## src/rtl/csf_pkg.sv

```systemverilog
package csf_pkg;
  localparam int NCACHE = 3;
  typedef enum logic [1:0] {
    SQ_AWAKE = 2'd0,
    SQ_FLUSH = 2'd1,
    SQ_ASLEEP = 2'd2
  } sq_state_t;
endpackage

```

## src/rtl/csf_entry_gate.sv

```systemverilog
module csf_entry_gate #(
  parameter int NTHR = 4
) (
  input  logic [NTHR-1:0] thr_en,
  input  logic [NTHR-1:0] thr_deep_req,
  output logic            all_in
);
  logic [NTHR-1:0] masked;
  always_comb begin
    masked = thr_deep_req & thr_en;
    all_in = (|thr_en) && (masked == thr_en);
  end
endmodule

```

## src/rtl/csf_flush_seq.sv

```systemverilog
module csf_flush_seq
  import csf_pkg::*;
#(
  parameter int NC = NCACHE
) (
  input  logic          clk,
  input  logic          rst,
  input  logic          start,
  input  logic          brk,
  input  logic          wake,
  input  logic [NC-1:0] flush_done,
  output logic [NC-1:0] flush_req,
  output logic          core_sleep,
  output logic          core_active
);
  sq_state_t state;
  logic      brk_pend;
  logic      done_hit;
  logic      last_stage;

  always_comb begin
    done_hit   = |(flush_req & flush_done);
    last_stage = flush_req[NC-1];
  end

  always_ff @(posedge clk) begin
    if (rst) begin
      state       <= SQ_AWAKE;
      flush_req   <= '0;
      brk_pend    <= 1'b0;
      core_sleep  <= 1'b0;
      core_active <= 1'b1;
    end else begin
      case (state)
        SQ_AWAKE: begin
          brk_pend <= 1'b0;
          if (start) begin
            state     <= SQ_FLUSH;
            flush_req <= {{(NC-1){1'b0}}, 1'b1};
          end
        end
        SQ_FLUSH: begin
          if (done_hit) begin
            brk_pend <= 1'b0;
            if (brk_pend || brk) begin
              state     <= SQ_AWAKE;
              flush_req <= '0;
            end else if (last_stage) begin
              state       <= SQ_ASLEEP;
              flush_req   <= '0;
              core_sleep  <= 1'b1;
              core_active <= 1'b0;
            end else begin
              flush_req <= flush_req << 1;
            end
          end else if (brk) begin
            brk_pend <= 1'b1;
          end
        end
        SQ_ASLEEP: begin
          if (wake) begin
            state       <= SQ_AWAKE;
            core_sleep  <= 1'b0;
            core_active <= 1'b1;
          end
        end
        default: begin
          state     <= SQ_AWAKE;
          flush_req <= '0;
        end
      endcase
    end
  end

  AST_REQ_ONEHOT: assert property (@(posedge clk) disable iff (rst)
    $onehot0(flush_req));
  AST_REQ_HELD: assert property (@(posedge clk) disable iff (rst)
    (flush_req != '0 && (flush_req & flush_done) == '0) |=> flush_req == $past(flush_req));
  AST_SLEEP_QUIET: assert property (@(posedge clk) disable iff (rst)
    core_sleep |-> (flush_req == '0 && !core_active));
  AST_WAKE_UP: assert property (@(posedge clk) disable iff (rst)
    (core_sleep && wake) |=> (!core_sleep && core_active));
  AST_BRK_ASLEEP: assert property (@(posedge clk) disable iff (rst)
    (core_sleep && !wake) |=> core_sleep);
endmodule

```

## src/rtl/csf_pstate_hold.sv

```systemverilog
module csf_pstate_hold #(
  parameter int PW = 4
) (
  input  logic          clk,
  input  logic          rst,
  input  logic          we,
  input  logic [PW-1:0] wd,
  input  logic          sleeping,
  input  logic          wake,
  output logic [PW-1:0] applied
);
  logic [PW-1:0] target;

  always_ff @(posedge clk) begin
    if (rst) begin
      target  <= '0;
      applied <= '0;
    end else begin
      if (we) target <= wd;
      if (!sleeping || wake) applied <= target;
    end
  end

  AST_HOLD_ASLEEP: assert property (@(posedge clk) disable iff (rst)
    (sleeping && !wake) |=> $stable(applied));
endmodule

```

## src/rtl/csf_sleep_seq.sv

```systemverilog
module csf_sleep_seq
  import csf_pkg::*;
#(
  parameter int NTHR  = 4,
  parameter int PST_W = 4
) (
  input  logic              clk,
  input  logic              rst,
  input  logic [NTHR-1:0]   thr_en,
  input  logic [NTHR-1:0]   thr_deep_req,
  input  logic              brk,
  input  logic              wake,
  input  logic              pst_we,
  input  logic [PST_W-1:0]  pst_wd,
  input  logic [NCACHE-1:0] flush_done,
  output logic [NCACHE-1:0] flush_req,
  output logic              core_sleep,
  output logic              core_active,
  output logic [PST_W-1:0]  pst_applied
);
  logic all_in;

  csf_entry_gate #(.NTHR(NTHR)) u_gate (
    .thr_en       (thr_en),
    .thr_deep_req (thr_deep_req),
    .all_in       (all_in)
  );

  csf_flush_seq #(.NC(NCACHE)) u_seq (
    .clk         (clk),
    .rst         (rst),
    .start       (all_in),
    .brk         (brk),
    .wake        (wake),
    .flush_done  (flush_done),
    .flush_req   (flush_req),
    .core_sleep  (core_sleep),
    .core_active (core_active)
  );

  csf_pstate_hold #(.PW(PST_W)) u_pst (
    .clk      (clk),
    .rst      (rst),
    .we       (pst_we),
    .wd       (pst_wd),
    .sleeping (core_sleep),
    .wake     (wake),
    .applied  (pst_applied)
  );

  AST_START_GATED: assert property (@(posedge clk) disable iff (rst)
    (flush_req == '0 && !core_sleep && !all_in) |=> flush_req == '0);
endmodule

```

## config.mk

```make
export PLATFORM = sky130hd
export DESIGN_NAME = csf_sleep_seq
export DESIGN_NICKNAME = d
export VERILOG_FILES = /design/src/rtl/csf_pkg.sv /design/src/rtl/csf_entry_gate.sv /design/src/rtl/csf_flush_seq.sv /design/src/rtl/csf_pstate_hold.sv /design/src/rtl/csf_sleep_seq.sv
export SDC_FILE = /design/constraint.sdc
export NUM_CORES = 1
export LEC_CHECK = 0
export ABC_CLOCK_PERIOD_IN_PS = 1670
export BUFFER_PORTS_ARGS = -buffer_cell sky130_fd_sc_hd__buf_2
export CAP_MARGIN = 10
export CORE_UTILIZATION = 46
export CTS_CLUSTER_SIZE = 28
export DETAILED_ROUTE_END_ITERATION = 10
export PLACE_DENSITY = 0.76
export SLEW_MARGIN = 5
export SYNTH_ARGS = -nofsm -noshare
export SYNTH_HDL_FRONTEND = slang
export SYNTH_HIERARCHICAL = 1
export SYNTH_SLANG_ARGS = --single-unit
```

## constraint.sdc

```tcl
create_clock -name clk -period 1.67 [get_ports clk]
set_input_delay 0.167 -clock clk [delete_from_list [all_inputs] [get_ports clk]]
set_output_delay 0.167 -clock clk [all_outputs]
set_load 0.05 [all_outputs]
```

==> key figures <==
Outcome
  – Outcome: completed

Placed design
  – RD Place Congestion: 0.784
  – Dpl ws: 0.307 ns
  – Port-buffer cells: 28
  – HPWL after detailed placement: 1090 µm

STA
  – Setup_tns: 0 ns
  – Max-slew headroom: 76.0%
  – Worst-Margin Slew: 0.358 ns
  – Period utilization: 77.9%
  – Final setup violating endpoints: 0
  – Fmax: 0.769 GHz
  – Slew Limit Fails: 0
  – Minimum clock period: 1.30 ns
  – Fin worst setup slack: 0.369 ns
  – Final Hold Slack: 0.102 ns
  – Hold Vio Cnt, Final: 0
  – Skew final: 0.00733 ns
  – RSZ-0062 raised after global routing: false

Critical path
  – Crit path required time: 1.87 ns
  – Max stage delay on crit path: 0.35 ns
  – Crit Path Max Fanout: 6
  – Critical path, cell by cell: a222oi_1, buf_4, a21oi_2, a2111oi_2
  – CP Capture Type: register
  – Worst Path Arrival: 1.50 ns
  – Worst setup path class: register to register
  – Crit start category: register
  – Slowest library cell on the worst path: dfxtp_1
  – Flop-to-flop setup slack: 0.37 ns

Cells and area
  – Commonest non-fill, non-tap cells in the layout: 28 x buf_2, 16 x dfxtp_1, 9 x inv_1
  – Layout cells sized above 1: 38.3%
  – Final nets: 128
  – Layout fillers: 146
  – Synthesis-to-finish area growth: 24.2%
  – Commonest non-fill, non-tap cell in the layout: buf_2
  – Ant. Diodes: 0

Logic synthesis
  – Post-synthesis simple-gate area fraction: 23.1%
  – Syn Std Cell Area: 748 µm²
  – Unique masters post-synth: 26
  – Synth Net Count: 97
  – Synth Area in Compound Gates: 21.2%
  – Register bit total from synthesis: 16
  – Area share of fa/ha/maj cells after synthesis: 0%
  – Ys Warns: 6
  – Synthesized area per cell: 9.72 µm²
  – Largest family of logic cells by synthesized area: simple AND/OR/NAND/NOR gates
  – XOR/XNOR Fraction of Synth Area: 0%
  – Sequential fraction of the synthesis area: 42.8%
  – Post-Synthesis Cells: 77
  – Mux cell area share after synthesis: 5.35%

Route
  – Avg WL per Cell: 11.4 µm
  – Iter 0 DRT Violations: 3
  – Drt via density: 5.28
  – Via count: 650
  – Routed wire length: 1400 µm
  – Routed Antenna Nets: 0
  – # DRC: 0
  – DR pass1 iterations: 4

Floorplanning
  – Initial core utilization: 49.7%
  – I/O Pins: 29
  – Core ar.: 1510 µm²
  – Full die area: 1790 µm²
  – DIE WIDTH: 42.3 µm
  – Row Count: 14
  – Die H: 42.3 µm

Pwr
  – Worst vdd ir: 0.000416 V
  – Pleak: 0.407 nW
  – Pwr dens: 848 nW/µm²

Hold path
  – HP Class: primary input to register

Clocking
  – Worst-Skew Late Latency: 0.29 ns
  – CTS clock-pin slew for the worst setup and hold paths: 0.10 ns
  – Num Clock Sinks: 16
  – Clk Tree Root Cell: clkbuf_4
  – H-tree levels: 1
  – # hold bufs at CTS: 0
  – Cts repair resizes: 0
  – CTS buffer count: 3
  – CTS tree: yes
  – Post-CTS Setup Bufs: 0
  – CTS Buffer Depth: 2

Global routing
  – Vias in the first global route: 609
  – Met2 Track Usage GR: 28.6%
  – Busiest grt layer: met2
  – First-pass GRT wire length: 2330 µm
  – Initial antenna violation count: 0
  – Gr ovfl total: 0
  – Met3 Usage GRT: 2.59%
  – Pin count of the biggest net entering global routing: 22
  – GR Layer Usage met1: 20.5%
  – GRT Util Overall: 17.2%

Job
  – Maxcap violations: 0
flip-flops by register name, summed over array words and instances (netlist names):
register / flops
u_pst/applied: 4
u_pst/target: 4
u_seq/brk_pend: 1
u_seq/core_active: 1
u_seq/core_sleep: 1
u_seq/flush_req: 3
u_seq/state: 2
power by group:
group          internal, W  switching (W)
registers         0.000397      0.0000112
clock network     0.000133       0.000130
logic            0.0000519      0.0000663
total             0.000581       0.000207
metal layers:
layer	up-vias	wire length (µm)
li1	338	-
met1	298	655
met2	10	682
met3	4	30
met4	0	31
met5	-	0
cell families (layout without fill, tap and decap cells):
family | Yosys count | after routing
compound gates | 19 | 19
simple gates | 26 | 26
mux | 4 | 4
buf+inv | 12 | 42
flops | 16 | 16
final cells by class:
| class | instances | area, µm² | area share [%] |
|---|---|---|---|
| flip-flops and latches | 16 | 320 | 34.5 |
| multi-input cells | 49 | 372 | 40.0 |
| clock buffers | 4 | 36.3 | 3.90 |
| inverters | 9 | 33.8 | 3.63 |
| well taps | 16 | 20.0 | 2.15 |
| repair buffers | 29 | 148 | 15.9 |
stage by stage:
step                cell area [µm²]  utilization, %  total power [W]  instances
floorplan                       748               -         0.000497         77
detailed placement              893            59.3         0.000535        119
global placement                893            59.3         0.000532        119
CTS                             930            61.7         0.000797        123
finish                          930            61.7         0.000788        123
global route                    930            61.7         0.000824        123
cell usage after synthesis, drive strengths merged:
cell type	instances	share of area [%]
dfxtp	16	43
inv	9	4.5
nor2	7	3.5
nand2b	6	5.0
a21oi	5	3.8
nand4bb	5	7.5
mux2i	4	5.4
o21ai	4	4.7
buf	3	3.0
nor3	3	2.0
nor2b	2	1.7
o22ai	2	1.7
o32ai	2	3.3
a2111oi	1	2.0
a211oi	1	1.0
a221o	1	1.3
a221oi	1	1.2
a222oi	1	1.3
a31oi	1	0.84
and2b	1	1.3
nand4b	1	1.2
nor4	1	0.84
critical path: cells and delay by family (launching register included):
kind	cells	cell delay (ns)
AO/OA/AOI/OAI	3	0.67
buffers and inverters	1	0.19
flip-flops	1	0.35
worst paths after layout:
check	cells after the start	start	to
setup reg to reg	4	u_seq/flush_req[0]$_SDFFE_PP0P_	u_seq/state[0]$_SDFFE_PP0P_
hold / removal	3	pst_wd[3]	u_pst/target[3]$_SDFFE_PP0P_
hold reg to reg	2	u_pst/target[0]$_SDFFE_PP0P_	u_pst/applied[0]$_SDFFE_PP0P_
setup / recovery	4	u_seq/flush_req[0]$_SDFFE_PP0P_	u_seq/state[0]$_SDFFE_PP0P_
Note: power is estimated with default switching activity, not from simulation.
